`src/rtl/nmi_pkg.sv`:
```
package nmi_pkg;

  typedef enum logic [1:0] {
    TRIG_LVL_LOW  = 2'd0,
    TRIG_EDGE_FALL = 2'd1,
    TRIG_LVL_HIGH = 2'd2,
    TRIG_EDGE_RISE = 2'd3
  } trig_e;

  localparam int unsigned OFS_CTRL   = 'h00;
  localparam int unsigned OFS_PEND   = 'h04;
  localparam int unsigned OFS_EN_A   = 'h08;
  localparam int unsigned OFS_EN_B   = 'h34;

endpackage

```
`src/rtl/nmi_sync.sv`:
```
module nmi_sync #(
  parameter int unsigned STAGES  = 2,
  parameter bit          RST_VAL = 1'b1
) (
  input  logic clk,
  input  logic rst_n,
  input  logic din,
  output logic dout
);
  logic [STAGES-1:0] chain_q;

  generate
    for (genvar i = 0; i < STAGES; i++) begin : g_stage
      if (i == 0) begin : g_first
        always_ff @(posedge clk or negedge rst_n) begin
          if (!rst_n) chain_q[0] <= RST_VAL;
          else        chain_q[0] <= din;
        end
      end else begin : g_next
        always_ff @(posedge clk or negedge rst_n) begin
          if (!rst_n) chain_q[i] <= RST_VAL;
          else        chain_q[i] <= chain_q[i-1];
        end
      end
    end
  endgenerate

  assign dout = chain_q[STAGES-1];
endmodule

```
`src/rtl/nmi_trig_detect.sv`:
```
module nmi_trig_detect
  import nmi_pkg::*;
(
  input  logic  clk,
  input  logic  rst_n,
  input  logic  lvl,
  input  trig_e trig,
  output logic  evt
);
  logic prev_q;

  always_ff @(posedge clk or negedge rst_n) begin
    if (!rst_n) prev_q <= 1'b1;
    else        prev_q <= lvl;
  end

  always_comb begin
    unique case (trig)
      TRIG_LVL_LOW:   evt = ~lvl;
      TRIG_EDGE_FALL: evt = prev_q & ~lvl;
      TRIG_LVL_HIGH:  evt = lvl;
      TRIG_EDGE_RISE: evt = ~prev_q & lvl;
      default:        evt = 1'b0;
    endcase
  end
endmodule

```
`src/rtl/nmi_regfile.sv`:
```
module nmi_regfile
  import nmi_pkg::*;
#(
  parameter int unsigned ADDR_W = 8,
  parameter int unsigned DATA_W = 32,
  parameter int unsigned EN_OFS = OFS_EN_A
) (
  input  logic              clk,
  input  logic              rst_n,
  input  logic [ADDR_W-1:0] bus_addr,
  input  logic              bus_we,
  input  logic [DATA_W-1:0] bus_wdata,
  output logic [DATA_W-1:0] bus_rdata,
  input  logic              evt,
  output logic              pend_q,
  output logic              en_q,
  output trig_e             trig
);
  localparam logic [ADDR_W-1:0] A_CTRL = ADDR_W'(OFS_CTRL);
  localparam logic [ADDR_W-1:0] A_PEND = ADDR_W'(OFS_PEND);
  localparam logic [ADDR_W-1:0] A_EN   = ADDR_W'(EN_OFS);

  logic [DATA_W-1:0] ctrl_q;
  logic              hit_ctrl, hit_pend, hit_en;
  logic              ack;

  assign hit_ctrl = (bus_addr == A_CTRL);
  assign hit_pend = (bus_addr == A_PEND);
  assign hit_en   = (bus_addr == A_EN);
  assign ack      = bus_we & hit_pend & bus_wdata[0];

  always_ff @(posedge clk or negedge rst_n) begin
    if (!rst_n) begin
      ctrl_q <= '0;
      en_q   <= 1'b0;
    end else if (bus_we) begin
      if (hit_ctrl) ctrl_q <= bus_wdata;
      if (hit_en)   en_q   <= bus_wdata[0];
    end
  end

  // detection has priority over acknowledge
  always_ff @(posedge clk or negedge rst_n) begin
    if (!rst_n)   pend_q <= 1'b0;
    else if (evt) pend_q <= 1'b1;
    else if (ack) pend_q <= 1'b0;
  end

  assign trig = trig_e'(ctrl_q[1:0]);

  always_comb begin
    bus_rdata = '0;
    if (hit_ctrl)      bus_rdata = ctrl_q;
    else if (hit_pend) bus_rdata[0] = pend_q;
    else if (hit_en)   bus_rdata[0] = en_q;
  end
endmodule

```
`src/rtl/nmi_line_ctrl.sv`:
```
module nmi_line_ctrl
  import nmi_pkg::*;
#(
  parameter int unsigned ADDR_W      = 8,
  parameter int unsigned DATA_W      = 32,
  parameter bit          MAP_VARIANT = 1'b0,
  parameter int unsigned SYNC_STAGES = 2
) (
  input  logic              clk,
  input  logic              rst_n,
  input  logic              nmi_in,
  input  logic [ADDR_W-1:0] bus_addr,
  input  logic              bus_we,
  input  logic [DATA_W-1:0] bus_wdata,
  output logic [DATA_W-1:0] bus_rdata,
  output logic              irq_out
);
  localparam int unsigned EN_OFS = MAP_VARIANT ? OFS_EN_B : OFS_EN_A;

  logic  sync_lvl;
  logic  evt;
  logic  pend_q;
  logic  en_q;
  trig_e trig;

  nmi_sync #(.STAGES(SYNC_STAGES), .RST_VAL(1'b1)) u_sync (
    .clk(clk), .rst_n(rst_n), .din(nmi_in), .dout(sync_lvl)
  );

  nmi_trig_detect u_det (
    .clk(clk), .rst_n(rst_n), .lvl(sync_lvl), .trig(trig), .evt(evt)
  );

  nmi_regfile #(.ADDR_W(ADDR_W), .DATA_W(DATA_W), .EN_OFS(EN_OFS)) u_regs (
    .clk(clk), .rst_n(rst_n),
    .bus_addr(bus_addr), .bus_we(bus_we), .bus_wdata(bus_wdata),
    .bus_rdata(bus_rdata),
    .evt(evt), .pend_q(pend_q), .en_q(en_q), .trig(trig)
  );

  always_ff @(posedge clk or negedge rst_n) begin
    if (!rst_n) irq_out <= 1'b0;
    else        irq_out <= pend_q & en_q;
  end
endmodule

```
`config.mk`:
```
export PLATFORM = sky130hd
export DESIGN_NAME = nmi_line_ctrl
export DESIGN_NICKNAME = d
export VERILOG_FILES = /design/src/rtl/nmi_pkg.sv /design/src/rtl/nmi_sync.sv /design/src/rtl/nmi_trig_detect.sv /design/src/rtl/nmi_regfile.sv /design/src/rtl/nmi_line_ctrl.sv
export SDC_FILE = /design/constraint.sdc
export NUM_CORES = 1
export LEC_CHECK = 0
export ABC_AREA = 0
export BUFFER_PORTS_ARGS = -buffer_cell sky130_fd_sc_hd__buf_2
export CAP_MARGIN = 20
export CORE_ASPECT_RATIO = 2
export CORE_MARGIN = 4
export CORE_UTILIZATION = 47
export DETAILED_ROUTE_END_ITERATION = 10
export GPL_TIMING_DRIVEN = 0
export PLACE_DENSITY_LB_ADDON = 0.3
export SYNTH_ARGS = -nofsm -noshare
export SYNTH_HDL_FRONTEND = slang
export SYNTH_SLANG_ARGS = --single-unit
```
`constraint.sdc`:
```
create_clock -name clk -period 1.76 [get_ports clk]
set_clock_uncertainty 0.05 [all_clocks]
set_input_delay 0.176 -clock clk [delete_from_list [all_inputs] [get_ports clk]]
set_output_delay 0.176 -clock clk [all_outputs]
set_load 0.01 [all_outputs]
```
==> run metrics <==
hold depth 2; Syn Area/Cell 14.31 um2; post-route ant nets 0; r2r worst-path depth 2; clk slew on worst S/H paths 70 ps; residual DRC count 0; Max Used Layer met4; Fin. Hold Viols 0; final instance area 0.002384 mm2; CTS buffer count 5; outcome completed; vias per cell 4.871; Finished Layout Cells 263; Mapped Cells 128; initial antenna violation count 0; RSZ-0062 raised after global routing false; vias in the first global route 1425; CTS tree built; Horiz. Die Dim 52.15 um; Worst Tran Pin Value 824.2 ps; FF+latch count, synth 38; Post-Route WL 3923 um; Worst setup SP type input port; Min-Delay Path Class in -> reg; PortBufs 76; post-synth cell types 21; Setup-failing EPs final 0; WP data required 1530 ps; Longest Clk Path Bufs 2; drt wl/cell 14.92 um; number of H-tree levels 2; Max Fclk 0.6329 GHz; Overflow after GRT 0; met1 wire length 1373 um; Overall Power 1.637 mW; Leak Pwr 1.392 nW; synth warn 0; DR WL met3 377 um; critical setup path kind in -> out; number of diodes 0; Post-Syn Nets 172; first-pass GRT wire length 6437 um; Final Cycle Share 0.8978; # IOs 77; Max IR drop VDD 552.3 uV; Sink Count 38; met2 wire len 2082 um; GP Congestion 0.7080; TNS Setup 0 ps; FF-to-FF End u_regs.pend_q; Final Max Slew Viols 0; routed vias 1281; Hold Path Sink u_regs.ctrl_q[25]; nets 258; Syn Std Cell Area 0.001832 mm2; crit-path max FO 10; Area Growth Syn to Fin 30.12%; Total GRT Usage 0.1747; # rows 31; hold path start bus_wdata[25]; full die area 0.005021 mm2; Min Clock Period, post-route 1580 ps; largest net degree at the start of global routing 39; die height 96.29 um; clk_lat worst skew 280 ps; Reg-to-Reg Start u_det.prev_q; share of cells above drive strength 1 0.5981; clk root buf clkbuf_8; post-layout util 0.6469; detailed placement HPWL 3001 um; Placed Instances 253; sequential area share after synthesis 0.5212; Crit. End Element output pin; Rel. slew slack 0.4505; Max-cap violations 0; Initial Util 0.4971; Arr. time, crit path 1350 ps; dpl cell area 0.002273 mm2; 1st-iter DRT viols 14; TritonRoute pass-1 iters 2; r2r setup slk 730 ps; core area 0.003685 mm2; pwr/cell area 687.0 mW/mm2
-- power breakdown --
group          internal [mW]  switching [mW]
clock network          0.273           0.278
registers              0.917          0.0216
logic                 0.0917          0.0567
-- through the flow --
stage	setup slack [ps]	hold slack [ps]
after floorplan	341.3	-169.6
after global placement	-75.38	231.8
after detailed placement	-158.9	233.5
after CTS	73.79	55.92
after global routing	57.73	57.03
final	179.9	67.05
-- synthesized netlist by cell type, drive strengths merged --
library cell / instances / area (um2)
and2: 32 / 200.2
a211o: 1 / 8.760
buf: 3 / 33.78
and3b: 1 / 8.760
dfstp: 3 / 78.83
nor2b: 3 / 18.77
nor4: 1 / 21.27
and3: 1 / 6.260
a21oi: 2 / 10.01
o2111a: 1 / 11.26
nor2: 2 / 7.510
or2: 1 / 6.260
mux2: 33 / 484.2
nand4: 3 / 33.78
dfrtp: 35 / 875.8
nand2: 1 / 3.750
nand2b: 1 / 6.260
nor3: 1 / 5.000
clkbuf: 3 / 11.26
-- kinds of logic (layout without fill, tap and decap cells) --
logic type	Yosys count	in the layout	synth area share
AND/OR/NAND/NOR	47	47	0.1735
flip-flops	38	38	0.5212
multiplexers	33	33	0.2643
buffers and inverters	6	92	0.02459
AO/OA/AOI/OAI	4	4	0.01639
-- placed cells by master, fill, tap and decap left out --
cell and instances:
nand4_1 2, nor2_2 1, clkbuf_8 5, nor3_1 1, nor4_4 1, a21oi_1 2, nand4_4 1, nor2b_1 3
o2111a_1 1, mux2_4 30, buf_2 76, dfrtp_1 35, dfstp_2 3, clkbuf_2 3, and3_1 1, and3b_1 1
and2_1 32, nand2b_1 1, buf_4 1, nand2_1 1, buf_6 3, a211o_1 1, clkbuf_1 2, mux2_2 3
or2_2 1, dlygate4sd3_1 2, nor2_1 1
-- worst max-delay path by stage --
stage               cells after the start   startpoint  slack, ps             to
global placement                        6  bus_addr[7]        -80  bus_rdata[10]
detailed placement                      6  bus_addr[7]       -160  bus_rdata[26]
CTS                                     6  bus_addr[1]         70  bus_rdata[25]
finish                                  6  bus_addr[4]        180  bus_rdata[25]
floorplan                               4  bus_addr[7]        340  bus_rdata[10]
global route                            6  bus_addr[4]         60   bus_rdata[5]
-- critical path, stage by stage --
cell	delay [ps]
buf_2	120
nor4_4	290
and3_1	270
clkbuf_2	220
and2_1	150
buf_2	130
-- flip-flops by register name, indices dropped and copies added, names as in the netlist --
register        cells
u_regs.ctrl_q      32
u_sync.chain_q      1
u_regs.pend_q       1
u_det.prev_q        1
u_sync.dout         1
irq_out             1
u_regs.en_q         1
-- repair_timing --
item | CTS | global route
hold buffers | 2 | 0
hold endpoints to repair | 36 | 0
setup buffers | 1 | 0
endpoints found under the setup margin | 30 | 23
pin swaps | 1 | 0
gates resized for setup | 3 | 1
-- final cells by class --
class	instances	area, um2
Timing Repair Buffer	79	407.9
Fill cell	306	1301
Sequential cell	38	954.7
Tap cell	49	61.31
Clock buffer	7	76.32
Buffer	6	48.80
Multi-Input combinational cell	84	834.6
-- layer usage --
metal	track usage	vias up
met2	0.3099	56
met5	0	-
met3	0.06047	9
met1	0.1712	614
li1	-	602
met4	0.09595	0
Power figures use the tool's default switching activity.
